File: config.mk
export PLATFORM = sky130hd
export DESIGN_NAME = sec_alarm_timer
export DESIGN_NICKNAME = d
export VERILOG_FILES = /design/src/rtl/sat_pkg.sv /design/src/rtl/sat_datapath.sv /design/src/rtl/sat_ctrl.sv /design/src/rtl/sec_alarm_timer.sv
export SDC_FILE = /design/constraint.sdc
export NUM_CORES = 1
export LEC_CHECK = 0
export ABC_AREA = 1
export BUFFER_PORTS_ARGS = -buffer_cell sky130_fd_sc_hd__buf_2
export CORE_ASPECT_RATIO = 1.5
export CORE_UTILIZATION = 44
export CTS_BUF_LIST = sky130_fd_sc_hd__clkbuf_16
export DETAILED_ROUTE_END_ITERATION = 6
export GPL_TIMING_DRIVEN = 0
export SLEW_MARGIN = 15
export SYNTH_ARGS = -nofsm -noshare
export SYNTH_HDL_FRONTEND = slang
export SYNTH_SLANG_ARGS = --single-unit
File: constraint.sdc
create_clock -name clk -period 3.7 [get_ports clk]
set_input_delay 0.185 -clock clk [delete_from_list [all_inputs] [get_ports clk]]
set_output_delay 0.185 -clock clk [all_outputs]
set_load 0.02 [all_outputs]
File: src/rtl/sat_pkg.sv
package sat_pkg;
  localparam int BUS_W    = 16;
  localparam int ADDR_W   = 4;
  localparam int PRE_W    = 20;
  localparam int CNT_W    = 32;
  localparam int PRE_HI_W = PRE_W - BUS_W;
  localparam int CNT_HI_W = CNT_W - BUS_W;
  localparam int NFLAG    = 4;
  localparam int WR_LAT   = 2;
  localparam int BUSY_W   = $clog2(WR_LAT + 1);

  // flag bit positions (shared by pending and enable words)
  localparam int FLG_SEC = 0;
  localparam int FLG_ALM = 1;
  localparam int FLG_OVF = 2;
  localparam int FLG_GLB = 3;
  localparam int CFG_BIT  = 4;
  localparam int DONE_BIT = 5;

  localparam logic [ADDR_W-1:0] A_CTRL_HI = 4'd0;
  localparam logic [ADDR_W-1:0] A_CTRL_LO = 4'd1;
  localparam logic [ADDR_W-1:0] A_REL_HI  = 4'd2;
  localparam logic [ADDR_W-1:0] A_REL_LO  = 4'd3;
  localparam logic [ADDR_W-1:0] A_DIV_HI  = 4'd4;
  localparam logic [ADDR_W-1:0] A_DIV_LO  = 4'd5;
  localparam logic [ADDR_W-1:0] A_CNT_HI  = 4'd6;
  localparam logic [ADDR_W-1:0] A_CNT_LO  = 4'd7;
  localparam logic [ADDR_W-1:0] A_ALM_HI  = 4'd8;
  localparam logic [ADDR_W-1:0] A_ALM_LO  = 4'd9;

  typedef struct packed {
    logic relHi;
    logic relLo;
    logic cntHi;
    logic cntLo;
    logic almHi;
    logic almLo;
    logic flagWr;
  } strobe_t;
endpackage

File: src/rtl/sat_datapath.sv
module sat_datapath
  import sat_pkg::*;
#(
  parameter logic [PRE_W-1:0] RELOAD_RST = 20'h07FFF
) (
  input  logic             clk,
  input  logic             rstN,
  input  strobe_t          stb,
  input  logic [BUS_W-1:0] wdata,
  input  logic             cfgMode,
  output logic             tickEv,
  output logic [PRE_W-1:0] reloadVal,
  output logic [PRE_W-1:0] divVal,
  output logic [CNT_W-1:0] cntVal,
  output logic [CNT_W-1:0] almVal,
  output logic [NFLAG-1:0] pendFlags
);
  logic [PRE_W-1:0] relNext;
  logic [CNT_W-1:0] cntNext, almNext, cntInc;
  logic [NFLAG-1:0] evt, keepMask;

  assign tickEv = !cfgMode && (divVal == '0);
  assign cntInc = cntVal + CNT_W'(1);

  always_comb begin
    relNext = reloadVal;
    if (stb.relHi) relNext[PRE_W-1:BUS_W] = wdata[PRE_HI_W-1:0];
    if (stb.relLo) relNext[BUS_W-1:0]     = wdata;
    cntNext = tickEv ? cntInc : cntVal;
    if (stb.cntHi) cntNext[CNT_W-1:BUS_W] = wdata[CNT_HI_W-1:0];
    if (stb.cntLo) cntNext[BUS_W-1:0]     = wdata;
    almNext = almVal;
    if (stb.almHi) almNext[CNT_W-1:BUS_W] = wdata[CNT_HI_W-1:0];
    if (stb.almLo) almNext[BUS_W-1:0]     = wdata;
  end

  always_comb begin
    evt = '0;
    evt[FLG_SEC] = tickEv;
    evt[FLG_ALM] = tickEv && (cntInc == almVal);
    evt[FLG_OVF] = tickEv && (cntVal == '1);
    evt[FLG_GLB] = evt[FLG_SEC] | evt[FLG_ALM] | evt[FLG_OVF];
    keepMask = stb.flagWr ? wdata[NFLAG-1:0] : '1;
  end

  always_ff @(posedge clk) begin
    if (!rstN) begin
      reloadVal <= RELOAD_RST;
      divVal    <= RELOAD_RST;
      cntVal    <= '0;
      almVal    <= '0;
      pendFlags <= '0;
    end else begin
      reloadVal <= relNext;
      if (stb.relHi || stb.relLo)
        divVal <= relNext;
      else if (!cfgMode)
        divVal <= (divVal == '0) ? reloadVal : divVal - PRE_W'(1);
      cntVal    <= cntNext;
      almVal    <= almNext;
      pendFlags <= (pendFlags & keepMask) | evt;
    end
  end
endmodule

File: src/rtl/sat_ctrl.sv
module sat_ctrl
  import sat_pkg::*;
(
  input  logic               clk,
  input  logic               rstN,
  input  logic               busSel,
  input  logic               busWr,
  input  logic [ADDR_W-1:0]  busAddr,
  input  logic [CFG_BIT:0]   ctlWdata,
  input  logic [PRE_W-1:0]   reloadVal,
  input  logic [PRE_W-1:0]   divVal,
  input  logic [CNT_W-1:0]   cntVal,
  input  logic [CNT_W-1:0]   almVal,
  input  logic [NFLAG-1:0]   pendFlags,
  output strobe_t            stb,
  output logic               cfgMode,
  output logic [NFLAG-1:0]   enFlags,
  output logic               writeDone,
  output logic [BUS_W-1:0]   busRdata,
  output logic               irq
);
  logic wrEn, cfgWr;
  logic [BUSY_W-1:0] busyCnt;

  assign wrEn  = busSel && busWr;
  assign cfgWr = wrEn && cfgMode;

  always_comb begin
    stb        = '0;
    stb.relHi  = cfgWr && (busAddr == A_REL_HI);
    stb.relLo  = cfgWr && (busAddr == A_REL_LO);
    stb.cntHi  = cfgWr && (busAddr == A_CNT_HI);
    stb.cntLo  = cfgWr && (busAddr == A_CNT_LO);
    stb.almHi  = cfgWr && (busAddr == A_ALM_HI);
    stb.almLo  = cfgWr && (busAddr == A_ALM_LO);
    stb.flagWr = wrEn && (busAddr == A_CTRL_LO);
  end

  always_ff @(posedge clk) begin
    if (!rstN) begin
      cfgMode <= 1'b0;
      enFlags <= '0;
      busyCnt <= '0;
    end else begin
      if (wrEn && busAddr == A_CTRL_HI) enFlags <= ctlWdata[NFLAG-1:0];
      if (stb.flagWr) cfgMode <= ctlWdata[CFG_BIT];
      if (wrEn)
        busyCnt <= BUSY_W'(WR_LAT);
      else if (busyCnt != '0)
        busyCnt <= busyCnt - BUSY_W'(1);
    end
  end

  assign writeDone = (busyCnt == '0);
  assign irq       = |(pendFlags & enFlags);

  always_comb begin
    busRdata = '0;
    case (busAddr)
      A_CTRL_HI: busRdata[NFLAG-1:0] = enFlags;
      A_CTRL_LO: begin
        busRdata[NFLAG-1:0] = pendFlags;
        busRdata[CFG_BIT]   = cfgMode;
        busRdata[DONE_BIT]  = writeDone;
      end
      A_REL_HI:  busRdata = BUS_W'(reloadVal[PRE_W-1:BUS_W]);
      A_REL_LO:  busRdata = reloadVal[BUS_W-1:0];
      A_DIV_HI:  busRdata = BUS_W'(divVal[PRE_W-1:BUS_W]);
      A_DIV_LO:  busRdata = divVal[BUS_W-1:0];
      A_CNT_HI:  busRdata = BUS_W'(cntVal[CNT_W-1:BUS_W]);
      A_CNT_LO:  busRdata = cntVal[BUS_W-1:0];
      A_ALM_HI:  busRdata = BUS_W'(almVal[CNT_W-1:BUS_W]);
      A_ALM_LO:  busRdata = almVal[BUS_W-1:0];
      default:   busRdata = '0;
    endcase
  end
endmodule

File: src/rtl/sec_alarm_timer.sv
module sec_alarm_timer
  import sat_pkg::*;
#(
  parameter logic [PRE_W-1:0] RELOAD_RST = 20'h07FFF
) (
  input  logic              clk,
  input  logic              rstN,
  input  logic              busSel,
  input  logic              busWr,
  input  logic [ADDR_W-1:0] busAddr,
  input  logic [BUS_W-1:0]  busWdata,
  output logic [BUS_W-1:0]  busRdata,
  output logic              irq
);
  strobe_t          stb;
  logic             cfgMode, tickEv, writeDone;
  logic [PRE_W-1:0] reloadVal, divVal;
  logic [CNT_W-1:0] cntVal, almVal;
  logic [NFLAG-1:0] pendFlags, enFlags;

  sat_ctrl uCtrl (
    .clk(clk), .rstN(rstN), .busSel(busSel), .busWr(busWr),
    .busAddr(busAddr), .ctlWdata(busWdata[CFG_BIT:0]),
    .reloadVal(reloadVal), .divVal(divVal), .cntVal(cntVal),
    .almVal(almVal), .pendFlags(pendFlags), .stb(stb),
    .cfgMode(cfgMode), .enFlags(enFlags), .writeDone(writeDone),
    .busRdata(busRdata), .irq(irq)
  );

  sat_datapath #(.RELOAD_RST(RELOAD_RST)) uDp (
    .clk(clk), .rstN(rstN), .stb(stb), .wdata(busWdata),
    .cfgMode(cfgMode), .tickEv(tickEv), .reloadVal(reloadVal),
    .divVal(divVal), .cntVal(cntVal), .almVal(almVal),
    .pendFlags(pendFlags)
  );
endmodule

==> impl_metrics.tcl <==
set metrics [dict create \
    fmax_mhz 353.1 \
    synth-edff-count 0 \
    nNetsFinal 1256 \
    ir_drop_uv 240.8 \
    postSynth.topFlopCell "dfxtp_1" \
    grt_pass1_vias 7992 \
    start_kind "flop" \
    root_buffer "clkbuf_16" \
    fin_area_sq_um 8511 \
    wl_per_cell_um 21.48 \
    crit_type "reg -> reg" \
    vias 8528 \
    die_y_um 161.7 \
    clockBufferDepth 2 \
    h-tree-depth 4 \
    synth_top_family_by_area "simple AND/OR/NAND/NOR gates" \
    powerDensity_nw_per_um2 360.9 \
    post_cts_buffers 0 \
    synth_top_cell_by_area "dfxtp_1" \
    hold_violations 0 \
    finalSetupViolCount 0 \
    ys_async_sr_fraction_pct 0 \
    postRouteWirelength_um 31210 \
    cts_hold_buffers 0 \
    synthAdderAreaFrac_pct 0.3346 \
    dp_hpwl_um 24290 \
    vias_per_cell 5.869 \
    start_util_pct 44.81 \
    synth-xor-area-share_pct 2.058 \
    antenna_found_initial 0 \
    clk_latency_ns 0.44 \
    synth_area_leaders "dfxtp_1, nand2_1, inv_1, o21ai_0, a21oi_1" \
    io_pins 41 \
    clk_pin_slew_ns 0.06 \
    ys_seq_area_share_pct 30.78 \
    grt_max_degree 17 \
    grt.overflow.total 0 \
    tightest_slew_ns 1.017 \
    syn_area_per_cell_sq_um 6.386 \
    placement.io_buffers 40 \
    gp_congestion 1.001 \
    synth-compound-area-share_pct 23.24 \
    max_cap_viol_count 0 \
    synthesis.nets 1197 \
    syn_inst 1171 \
    fp.coreArea_sq_um 16690 \
    drive_gt1_share_pct 11.10 \
    synthMuxAreaShare_pct 0.5354 \
    worst_hold_slack_ns 0.02202 \
    worst-path-max-fanout 5 \
    finClkSkew_ns 0.008182 \
    required_ns 4.06 \
    post-route-min-period_ns 2.832 \
    netlist_area_sq_um 7478 \
    cts_tree "yes" \
    violations "design-rule violations" \
    setup.worst_path.end_class "flop" \
    clock-sinks 115 \
    num_rows 58 \
    fin_ws_ns 0.8683 \
    yosys_warnings 0 \
    pre_cts_ws_ns 1.011 \
    grt_pass1_wl_um 46670 \
    synth_most_common_cell "nand2_1" \
    max_slew_margin_pct 32.19 \
    ys_ff_latch 115 \
    hold_class "in -> reg" \
    fillers 1788 \
    die_w_um 108.4 \
    rsz0062_at_grt "no" \
    p_leak_nw 3.498 \
    initialDrtViolationCount 779 \
    arrival_ns 3.19 \
    drc 1 \
    cts_resized 0 \
    synth-simple-area-share_pct 32.81 \
    drv_slew 0 \
    ant_nets 0 \
    period_share_pct 76.53 \
    yosys.area.top_type_share_pct 30.78 \
    fin_tns_setup_ns 0 \
    status "finished with violations" \
    diodes 0 \
    cts_made_buffers 17 \
    r2r_slack_ns 0.87 \
    synth_cell_types 43 \
    die_area_sq_um 17530 \
    grtUsageTotal_pct 36.80 \
    syn_to_final_growth_pct 13.80 \
    dr.pass1.iters 7 \
    placed_cell_area_sq_um 7941 \
    synth_common_cells "nand2_1, inv_1, dfxtp_1" \
]
## metrics by stage
| step | utilization [%] | total power (W) | instances |
|---|---|---|---|
| 3_5_place_dp | 47.58 | 0.001446 | 1421 |
| 4_1_cts | 50.99 | 0.003065 | 1453 |
| 2_1_floorplan | - | 0.001368 | 1171 |
| 5_1_grt | 50.99 | 0.003135 | 1453 |
| 6_report | 50.99 | 0.003071 | 1453 |
| 3_3_place_gp | 47.58 | 0.001446 | 1421 |
## state kept, by name, summed over array words and instances, names as in the netlist
register,count
uDp.almVal,32
uDp.cntVal,32
uDp.divVal,20
uDp.reloadVal,20
uCtrl.enFlags,4
uDp.pendFlags,4
uCtrl.busyCnt,2
uCtrl.cfgMode,1
## metal layers
| metal | vias to the layer above | GRT usage (%) | wire (um) |
|---|---|---|---|
| li1 | 4068 | - | - |
| met1 | 3918 | 41.01 | 11540 |
| met2 | 404 | 62.14 | 15050 |
| met3 | 138 | 6.421 | 2149 |
| met4 | 0 | 26.41 | 2468 |
| met5 | - | 0 | 0 |
## power by group
group	internal [W]	switching [W]
clock	0.000982	0.000665
sequential	0.00125	0.00000798
combinational	0.0000463	0.000124
total	0.00227	0.000797
## cells in the final DEF, fill, tap and decap left out, types with 4 or more instances in the layout
master / instances
o22ai_1: 22
nor3_1: 5
o221ai_1: 29
buf_2: 49
dfxtp_1: 115
xor2_1: 11
nand2_2: 16
nand4_1: 6
clkbuf_1: 23
inv_1: 151
mux2i_1: 4
nand2_1: 286
o21ai_0: 96
a221oi_1: 16
o2111ai_1: 9
nor2_1: 108
nor2_2: 12
inv_2: 9
o211ai_1: 13
nand3_1: 87
nor2_4: 10
buf_4: 4
nand3b_1: 8
a21oi_1: 88
clkbuf_16: 17
xnor2_1: 4
a31oi_1: 6
## kinds of logic after synthesis
group,Yosys count
DFF,115
muxes,4
buffers and inverters,197
xor gates and xnor gates,16
adders and majority gates,2
AOI/OAI and AO/OA,288
and+or+nand+nor,549
## final cells by class
class | instances | area, sq um | area share (%)
Inverter | 159 | 596.8 | 7.013
Buffer | 38 | 168.9 | 1.985
Clock buffer | 17 | 425.4 | 4.999
Sequential cell | 115 | 2302 | 27.05
Tap cell | 210 | 262.8 | 3.087
Clock inverter | 15 | 143.9 | 1.691
Timing Repair Buffer | 40 | 200.2 | 2.352
Multi-Input combinational cell | 859 | 4410 | 51.82
## worst max-delay path: stages, from the launching register on
cell	delay [ns]
dfxtp_1	0.46
nand2_1	0.18
nor2_1	0.31
nand2_1	0.19
nor2_1	0.42
nand3_1	0.16
nand3_1	0.12
nand2_1	0.05
nor2_1	0.27
nand2_1	0.08
nor2_1	0.11
nand3_1	0.22
a21oi_2	0.18
## worst paths after layout
path	start	end	depth (start not counted)
max	uDp.cntVal[18]$_SDFFE_PN0P_	uDp.pendFlags[1]$_SDFF_PN0_	12
min	busWdata[10]	uDp.cntVal[10]$_SDFFE_PN0P_	3
max reg2reg	uDp.cntVal[18]$_SDFFE_PN0P_	uDp.pendFlags[1]$_SDFF_PN0_	12
min reg2reg	uDp.pendFlags[0]$_SDFF_PN0_	uDp.pendFlags[0]$_SDFF_PN0_	2
Power figures use the tool's default switching activity.
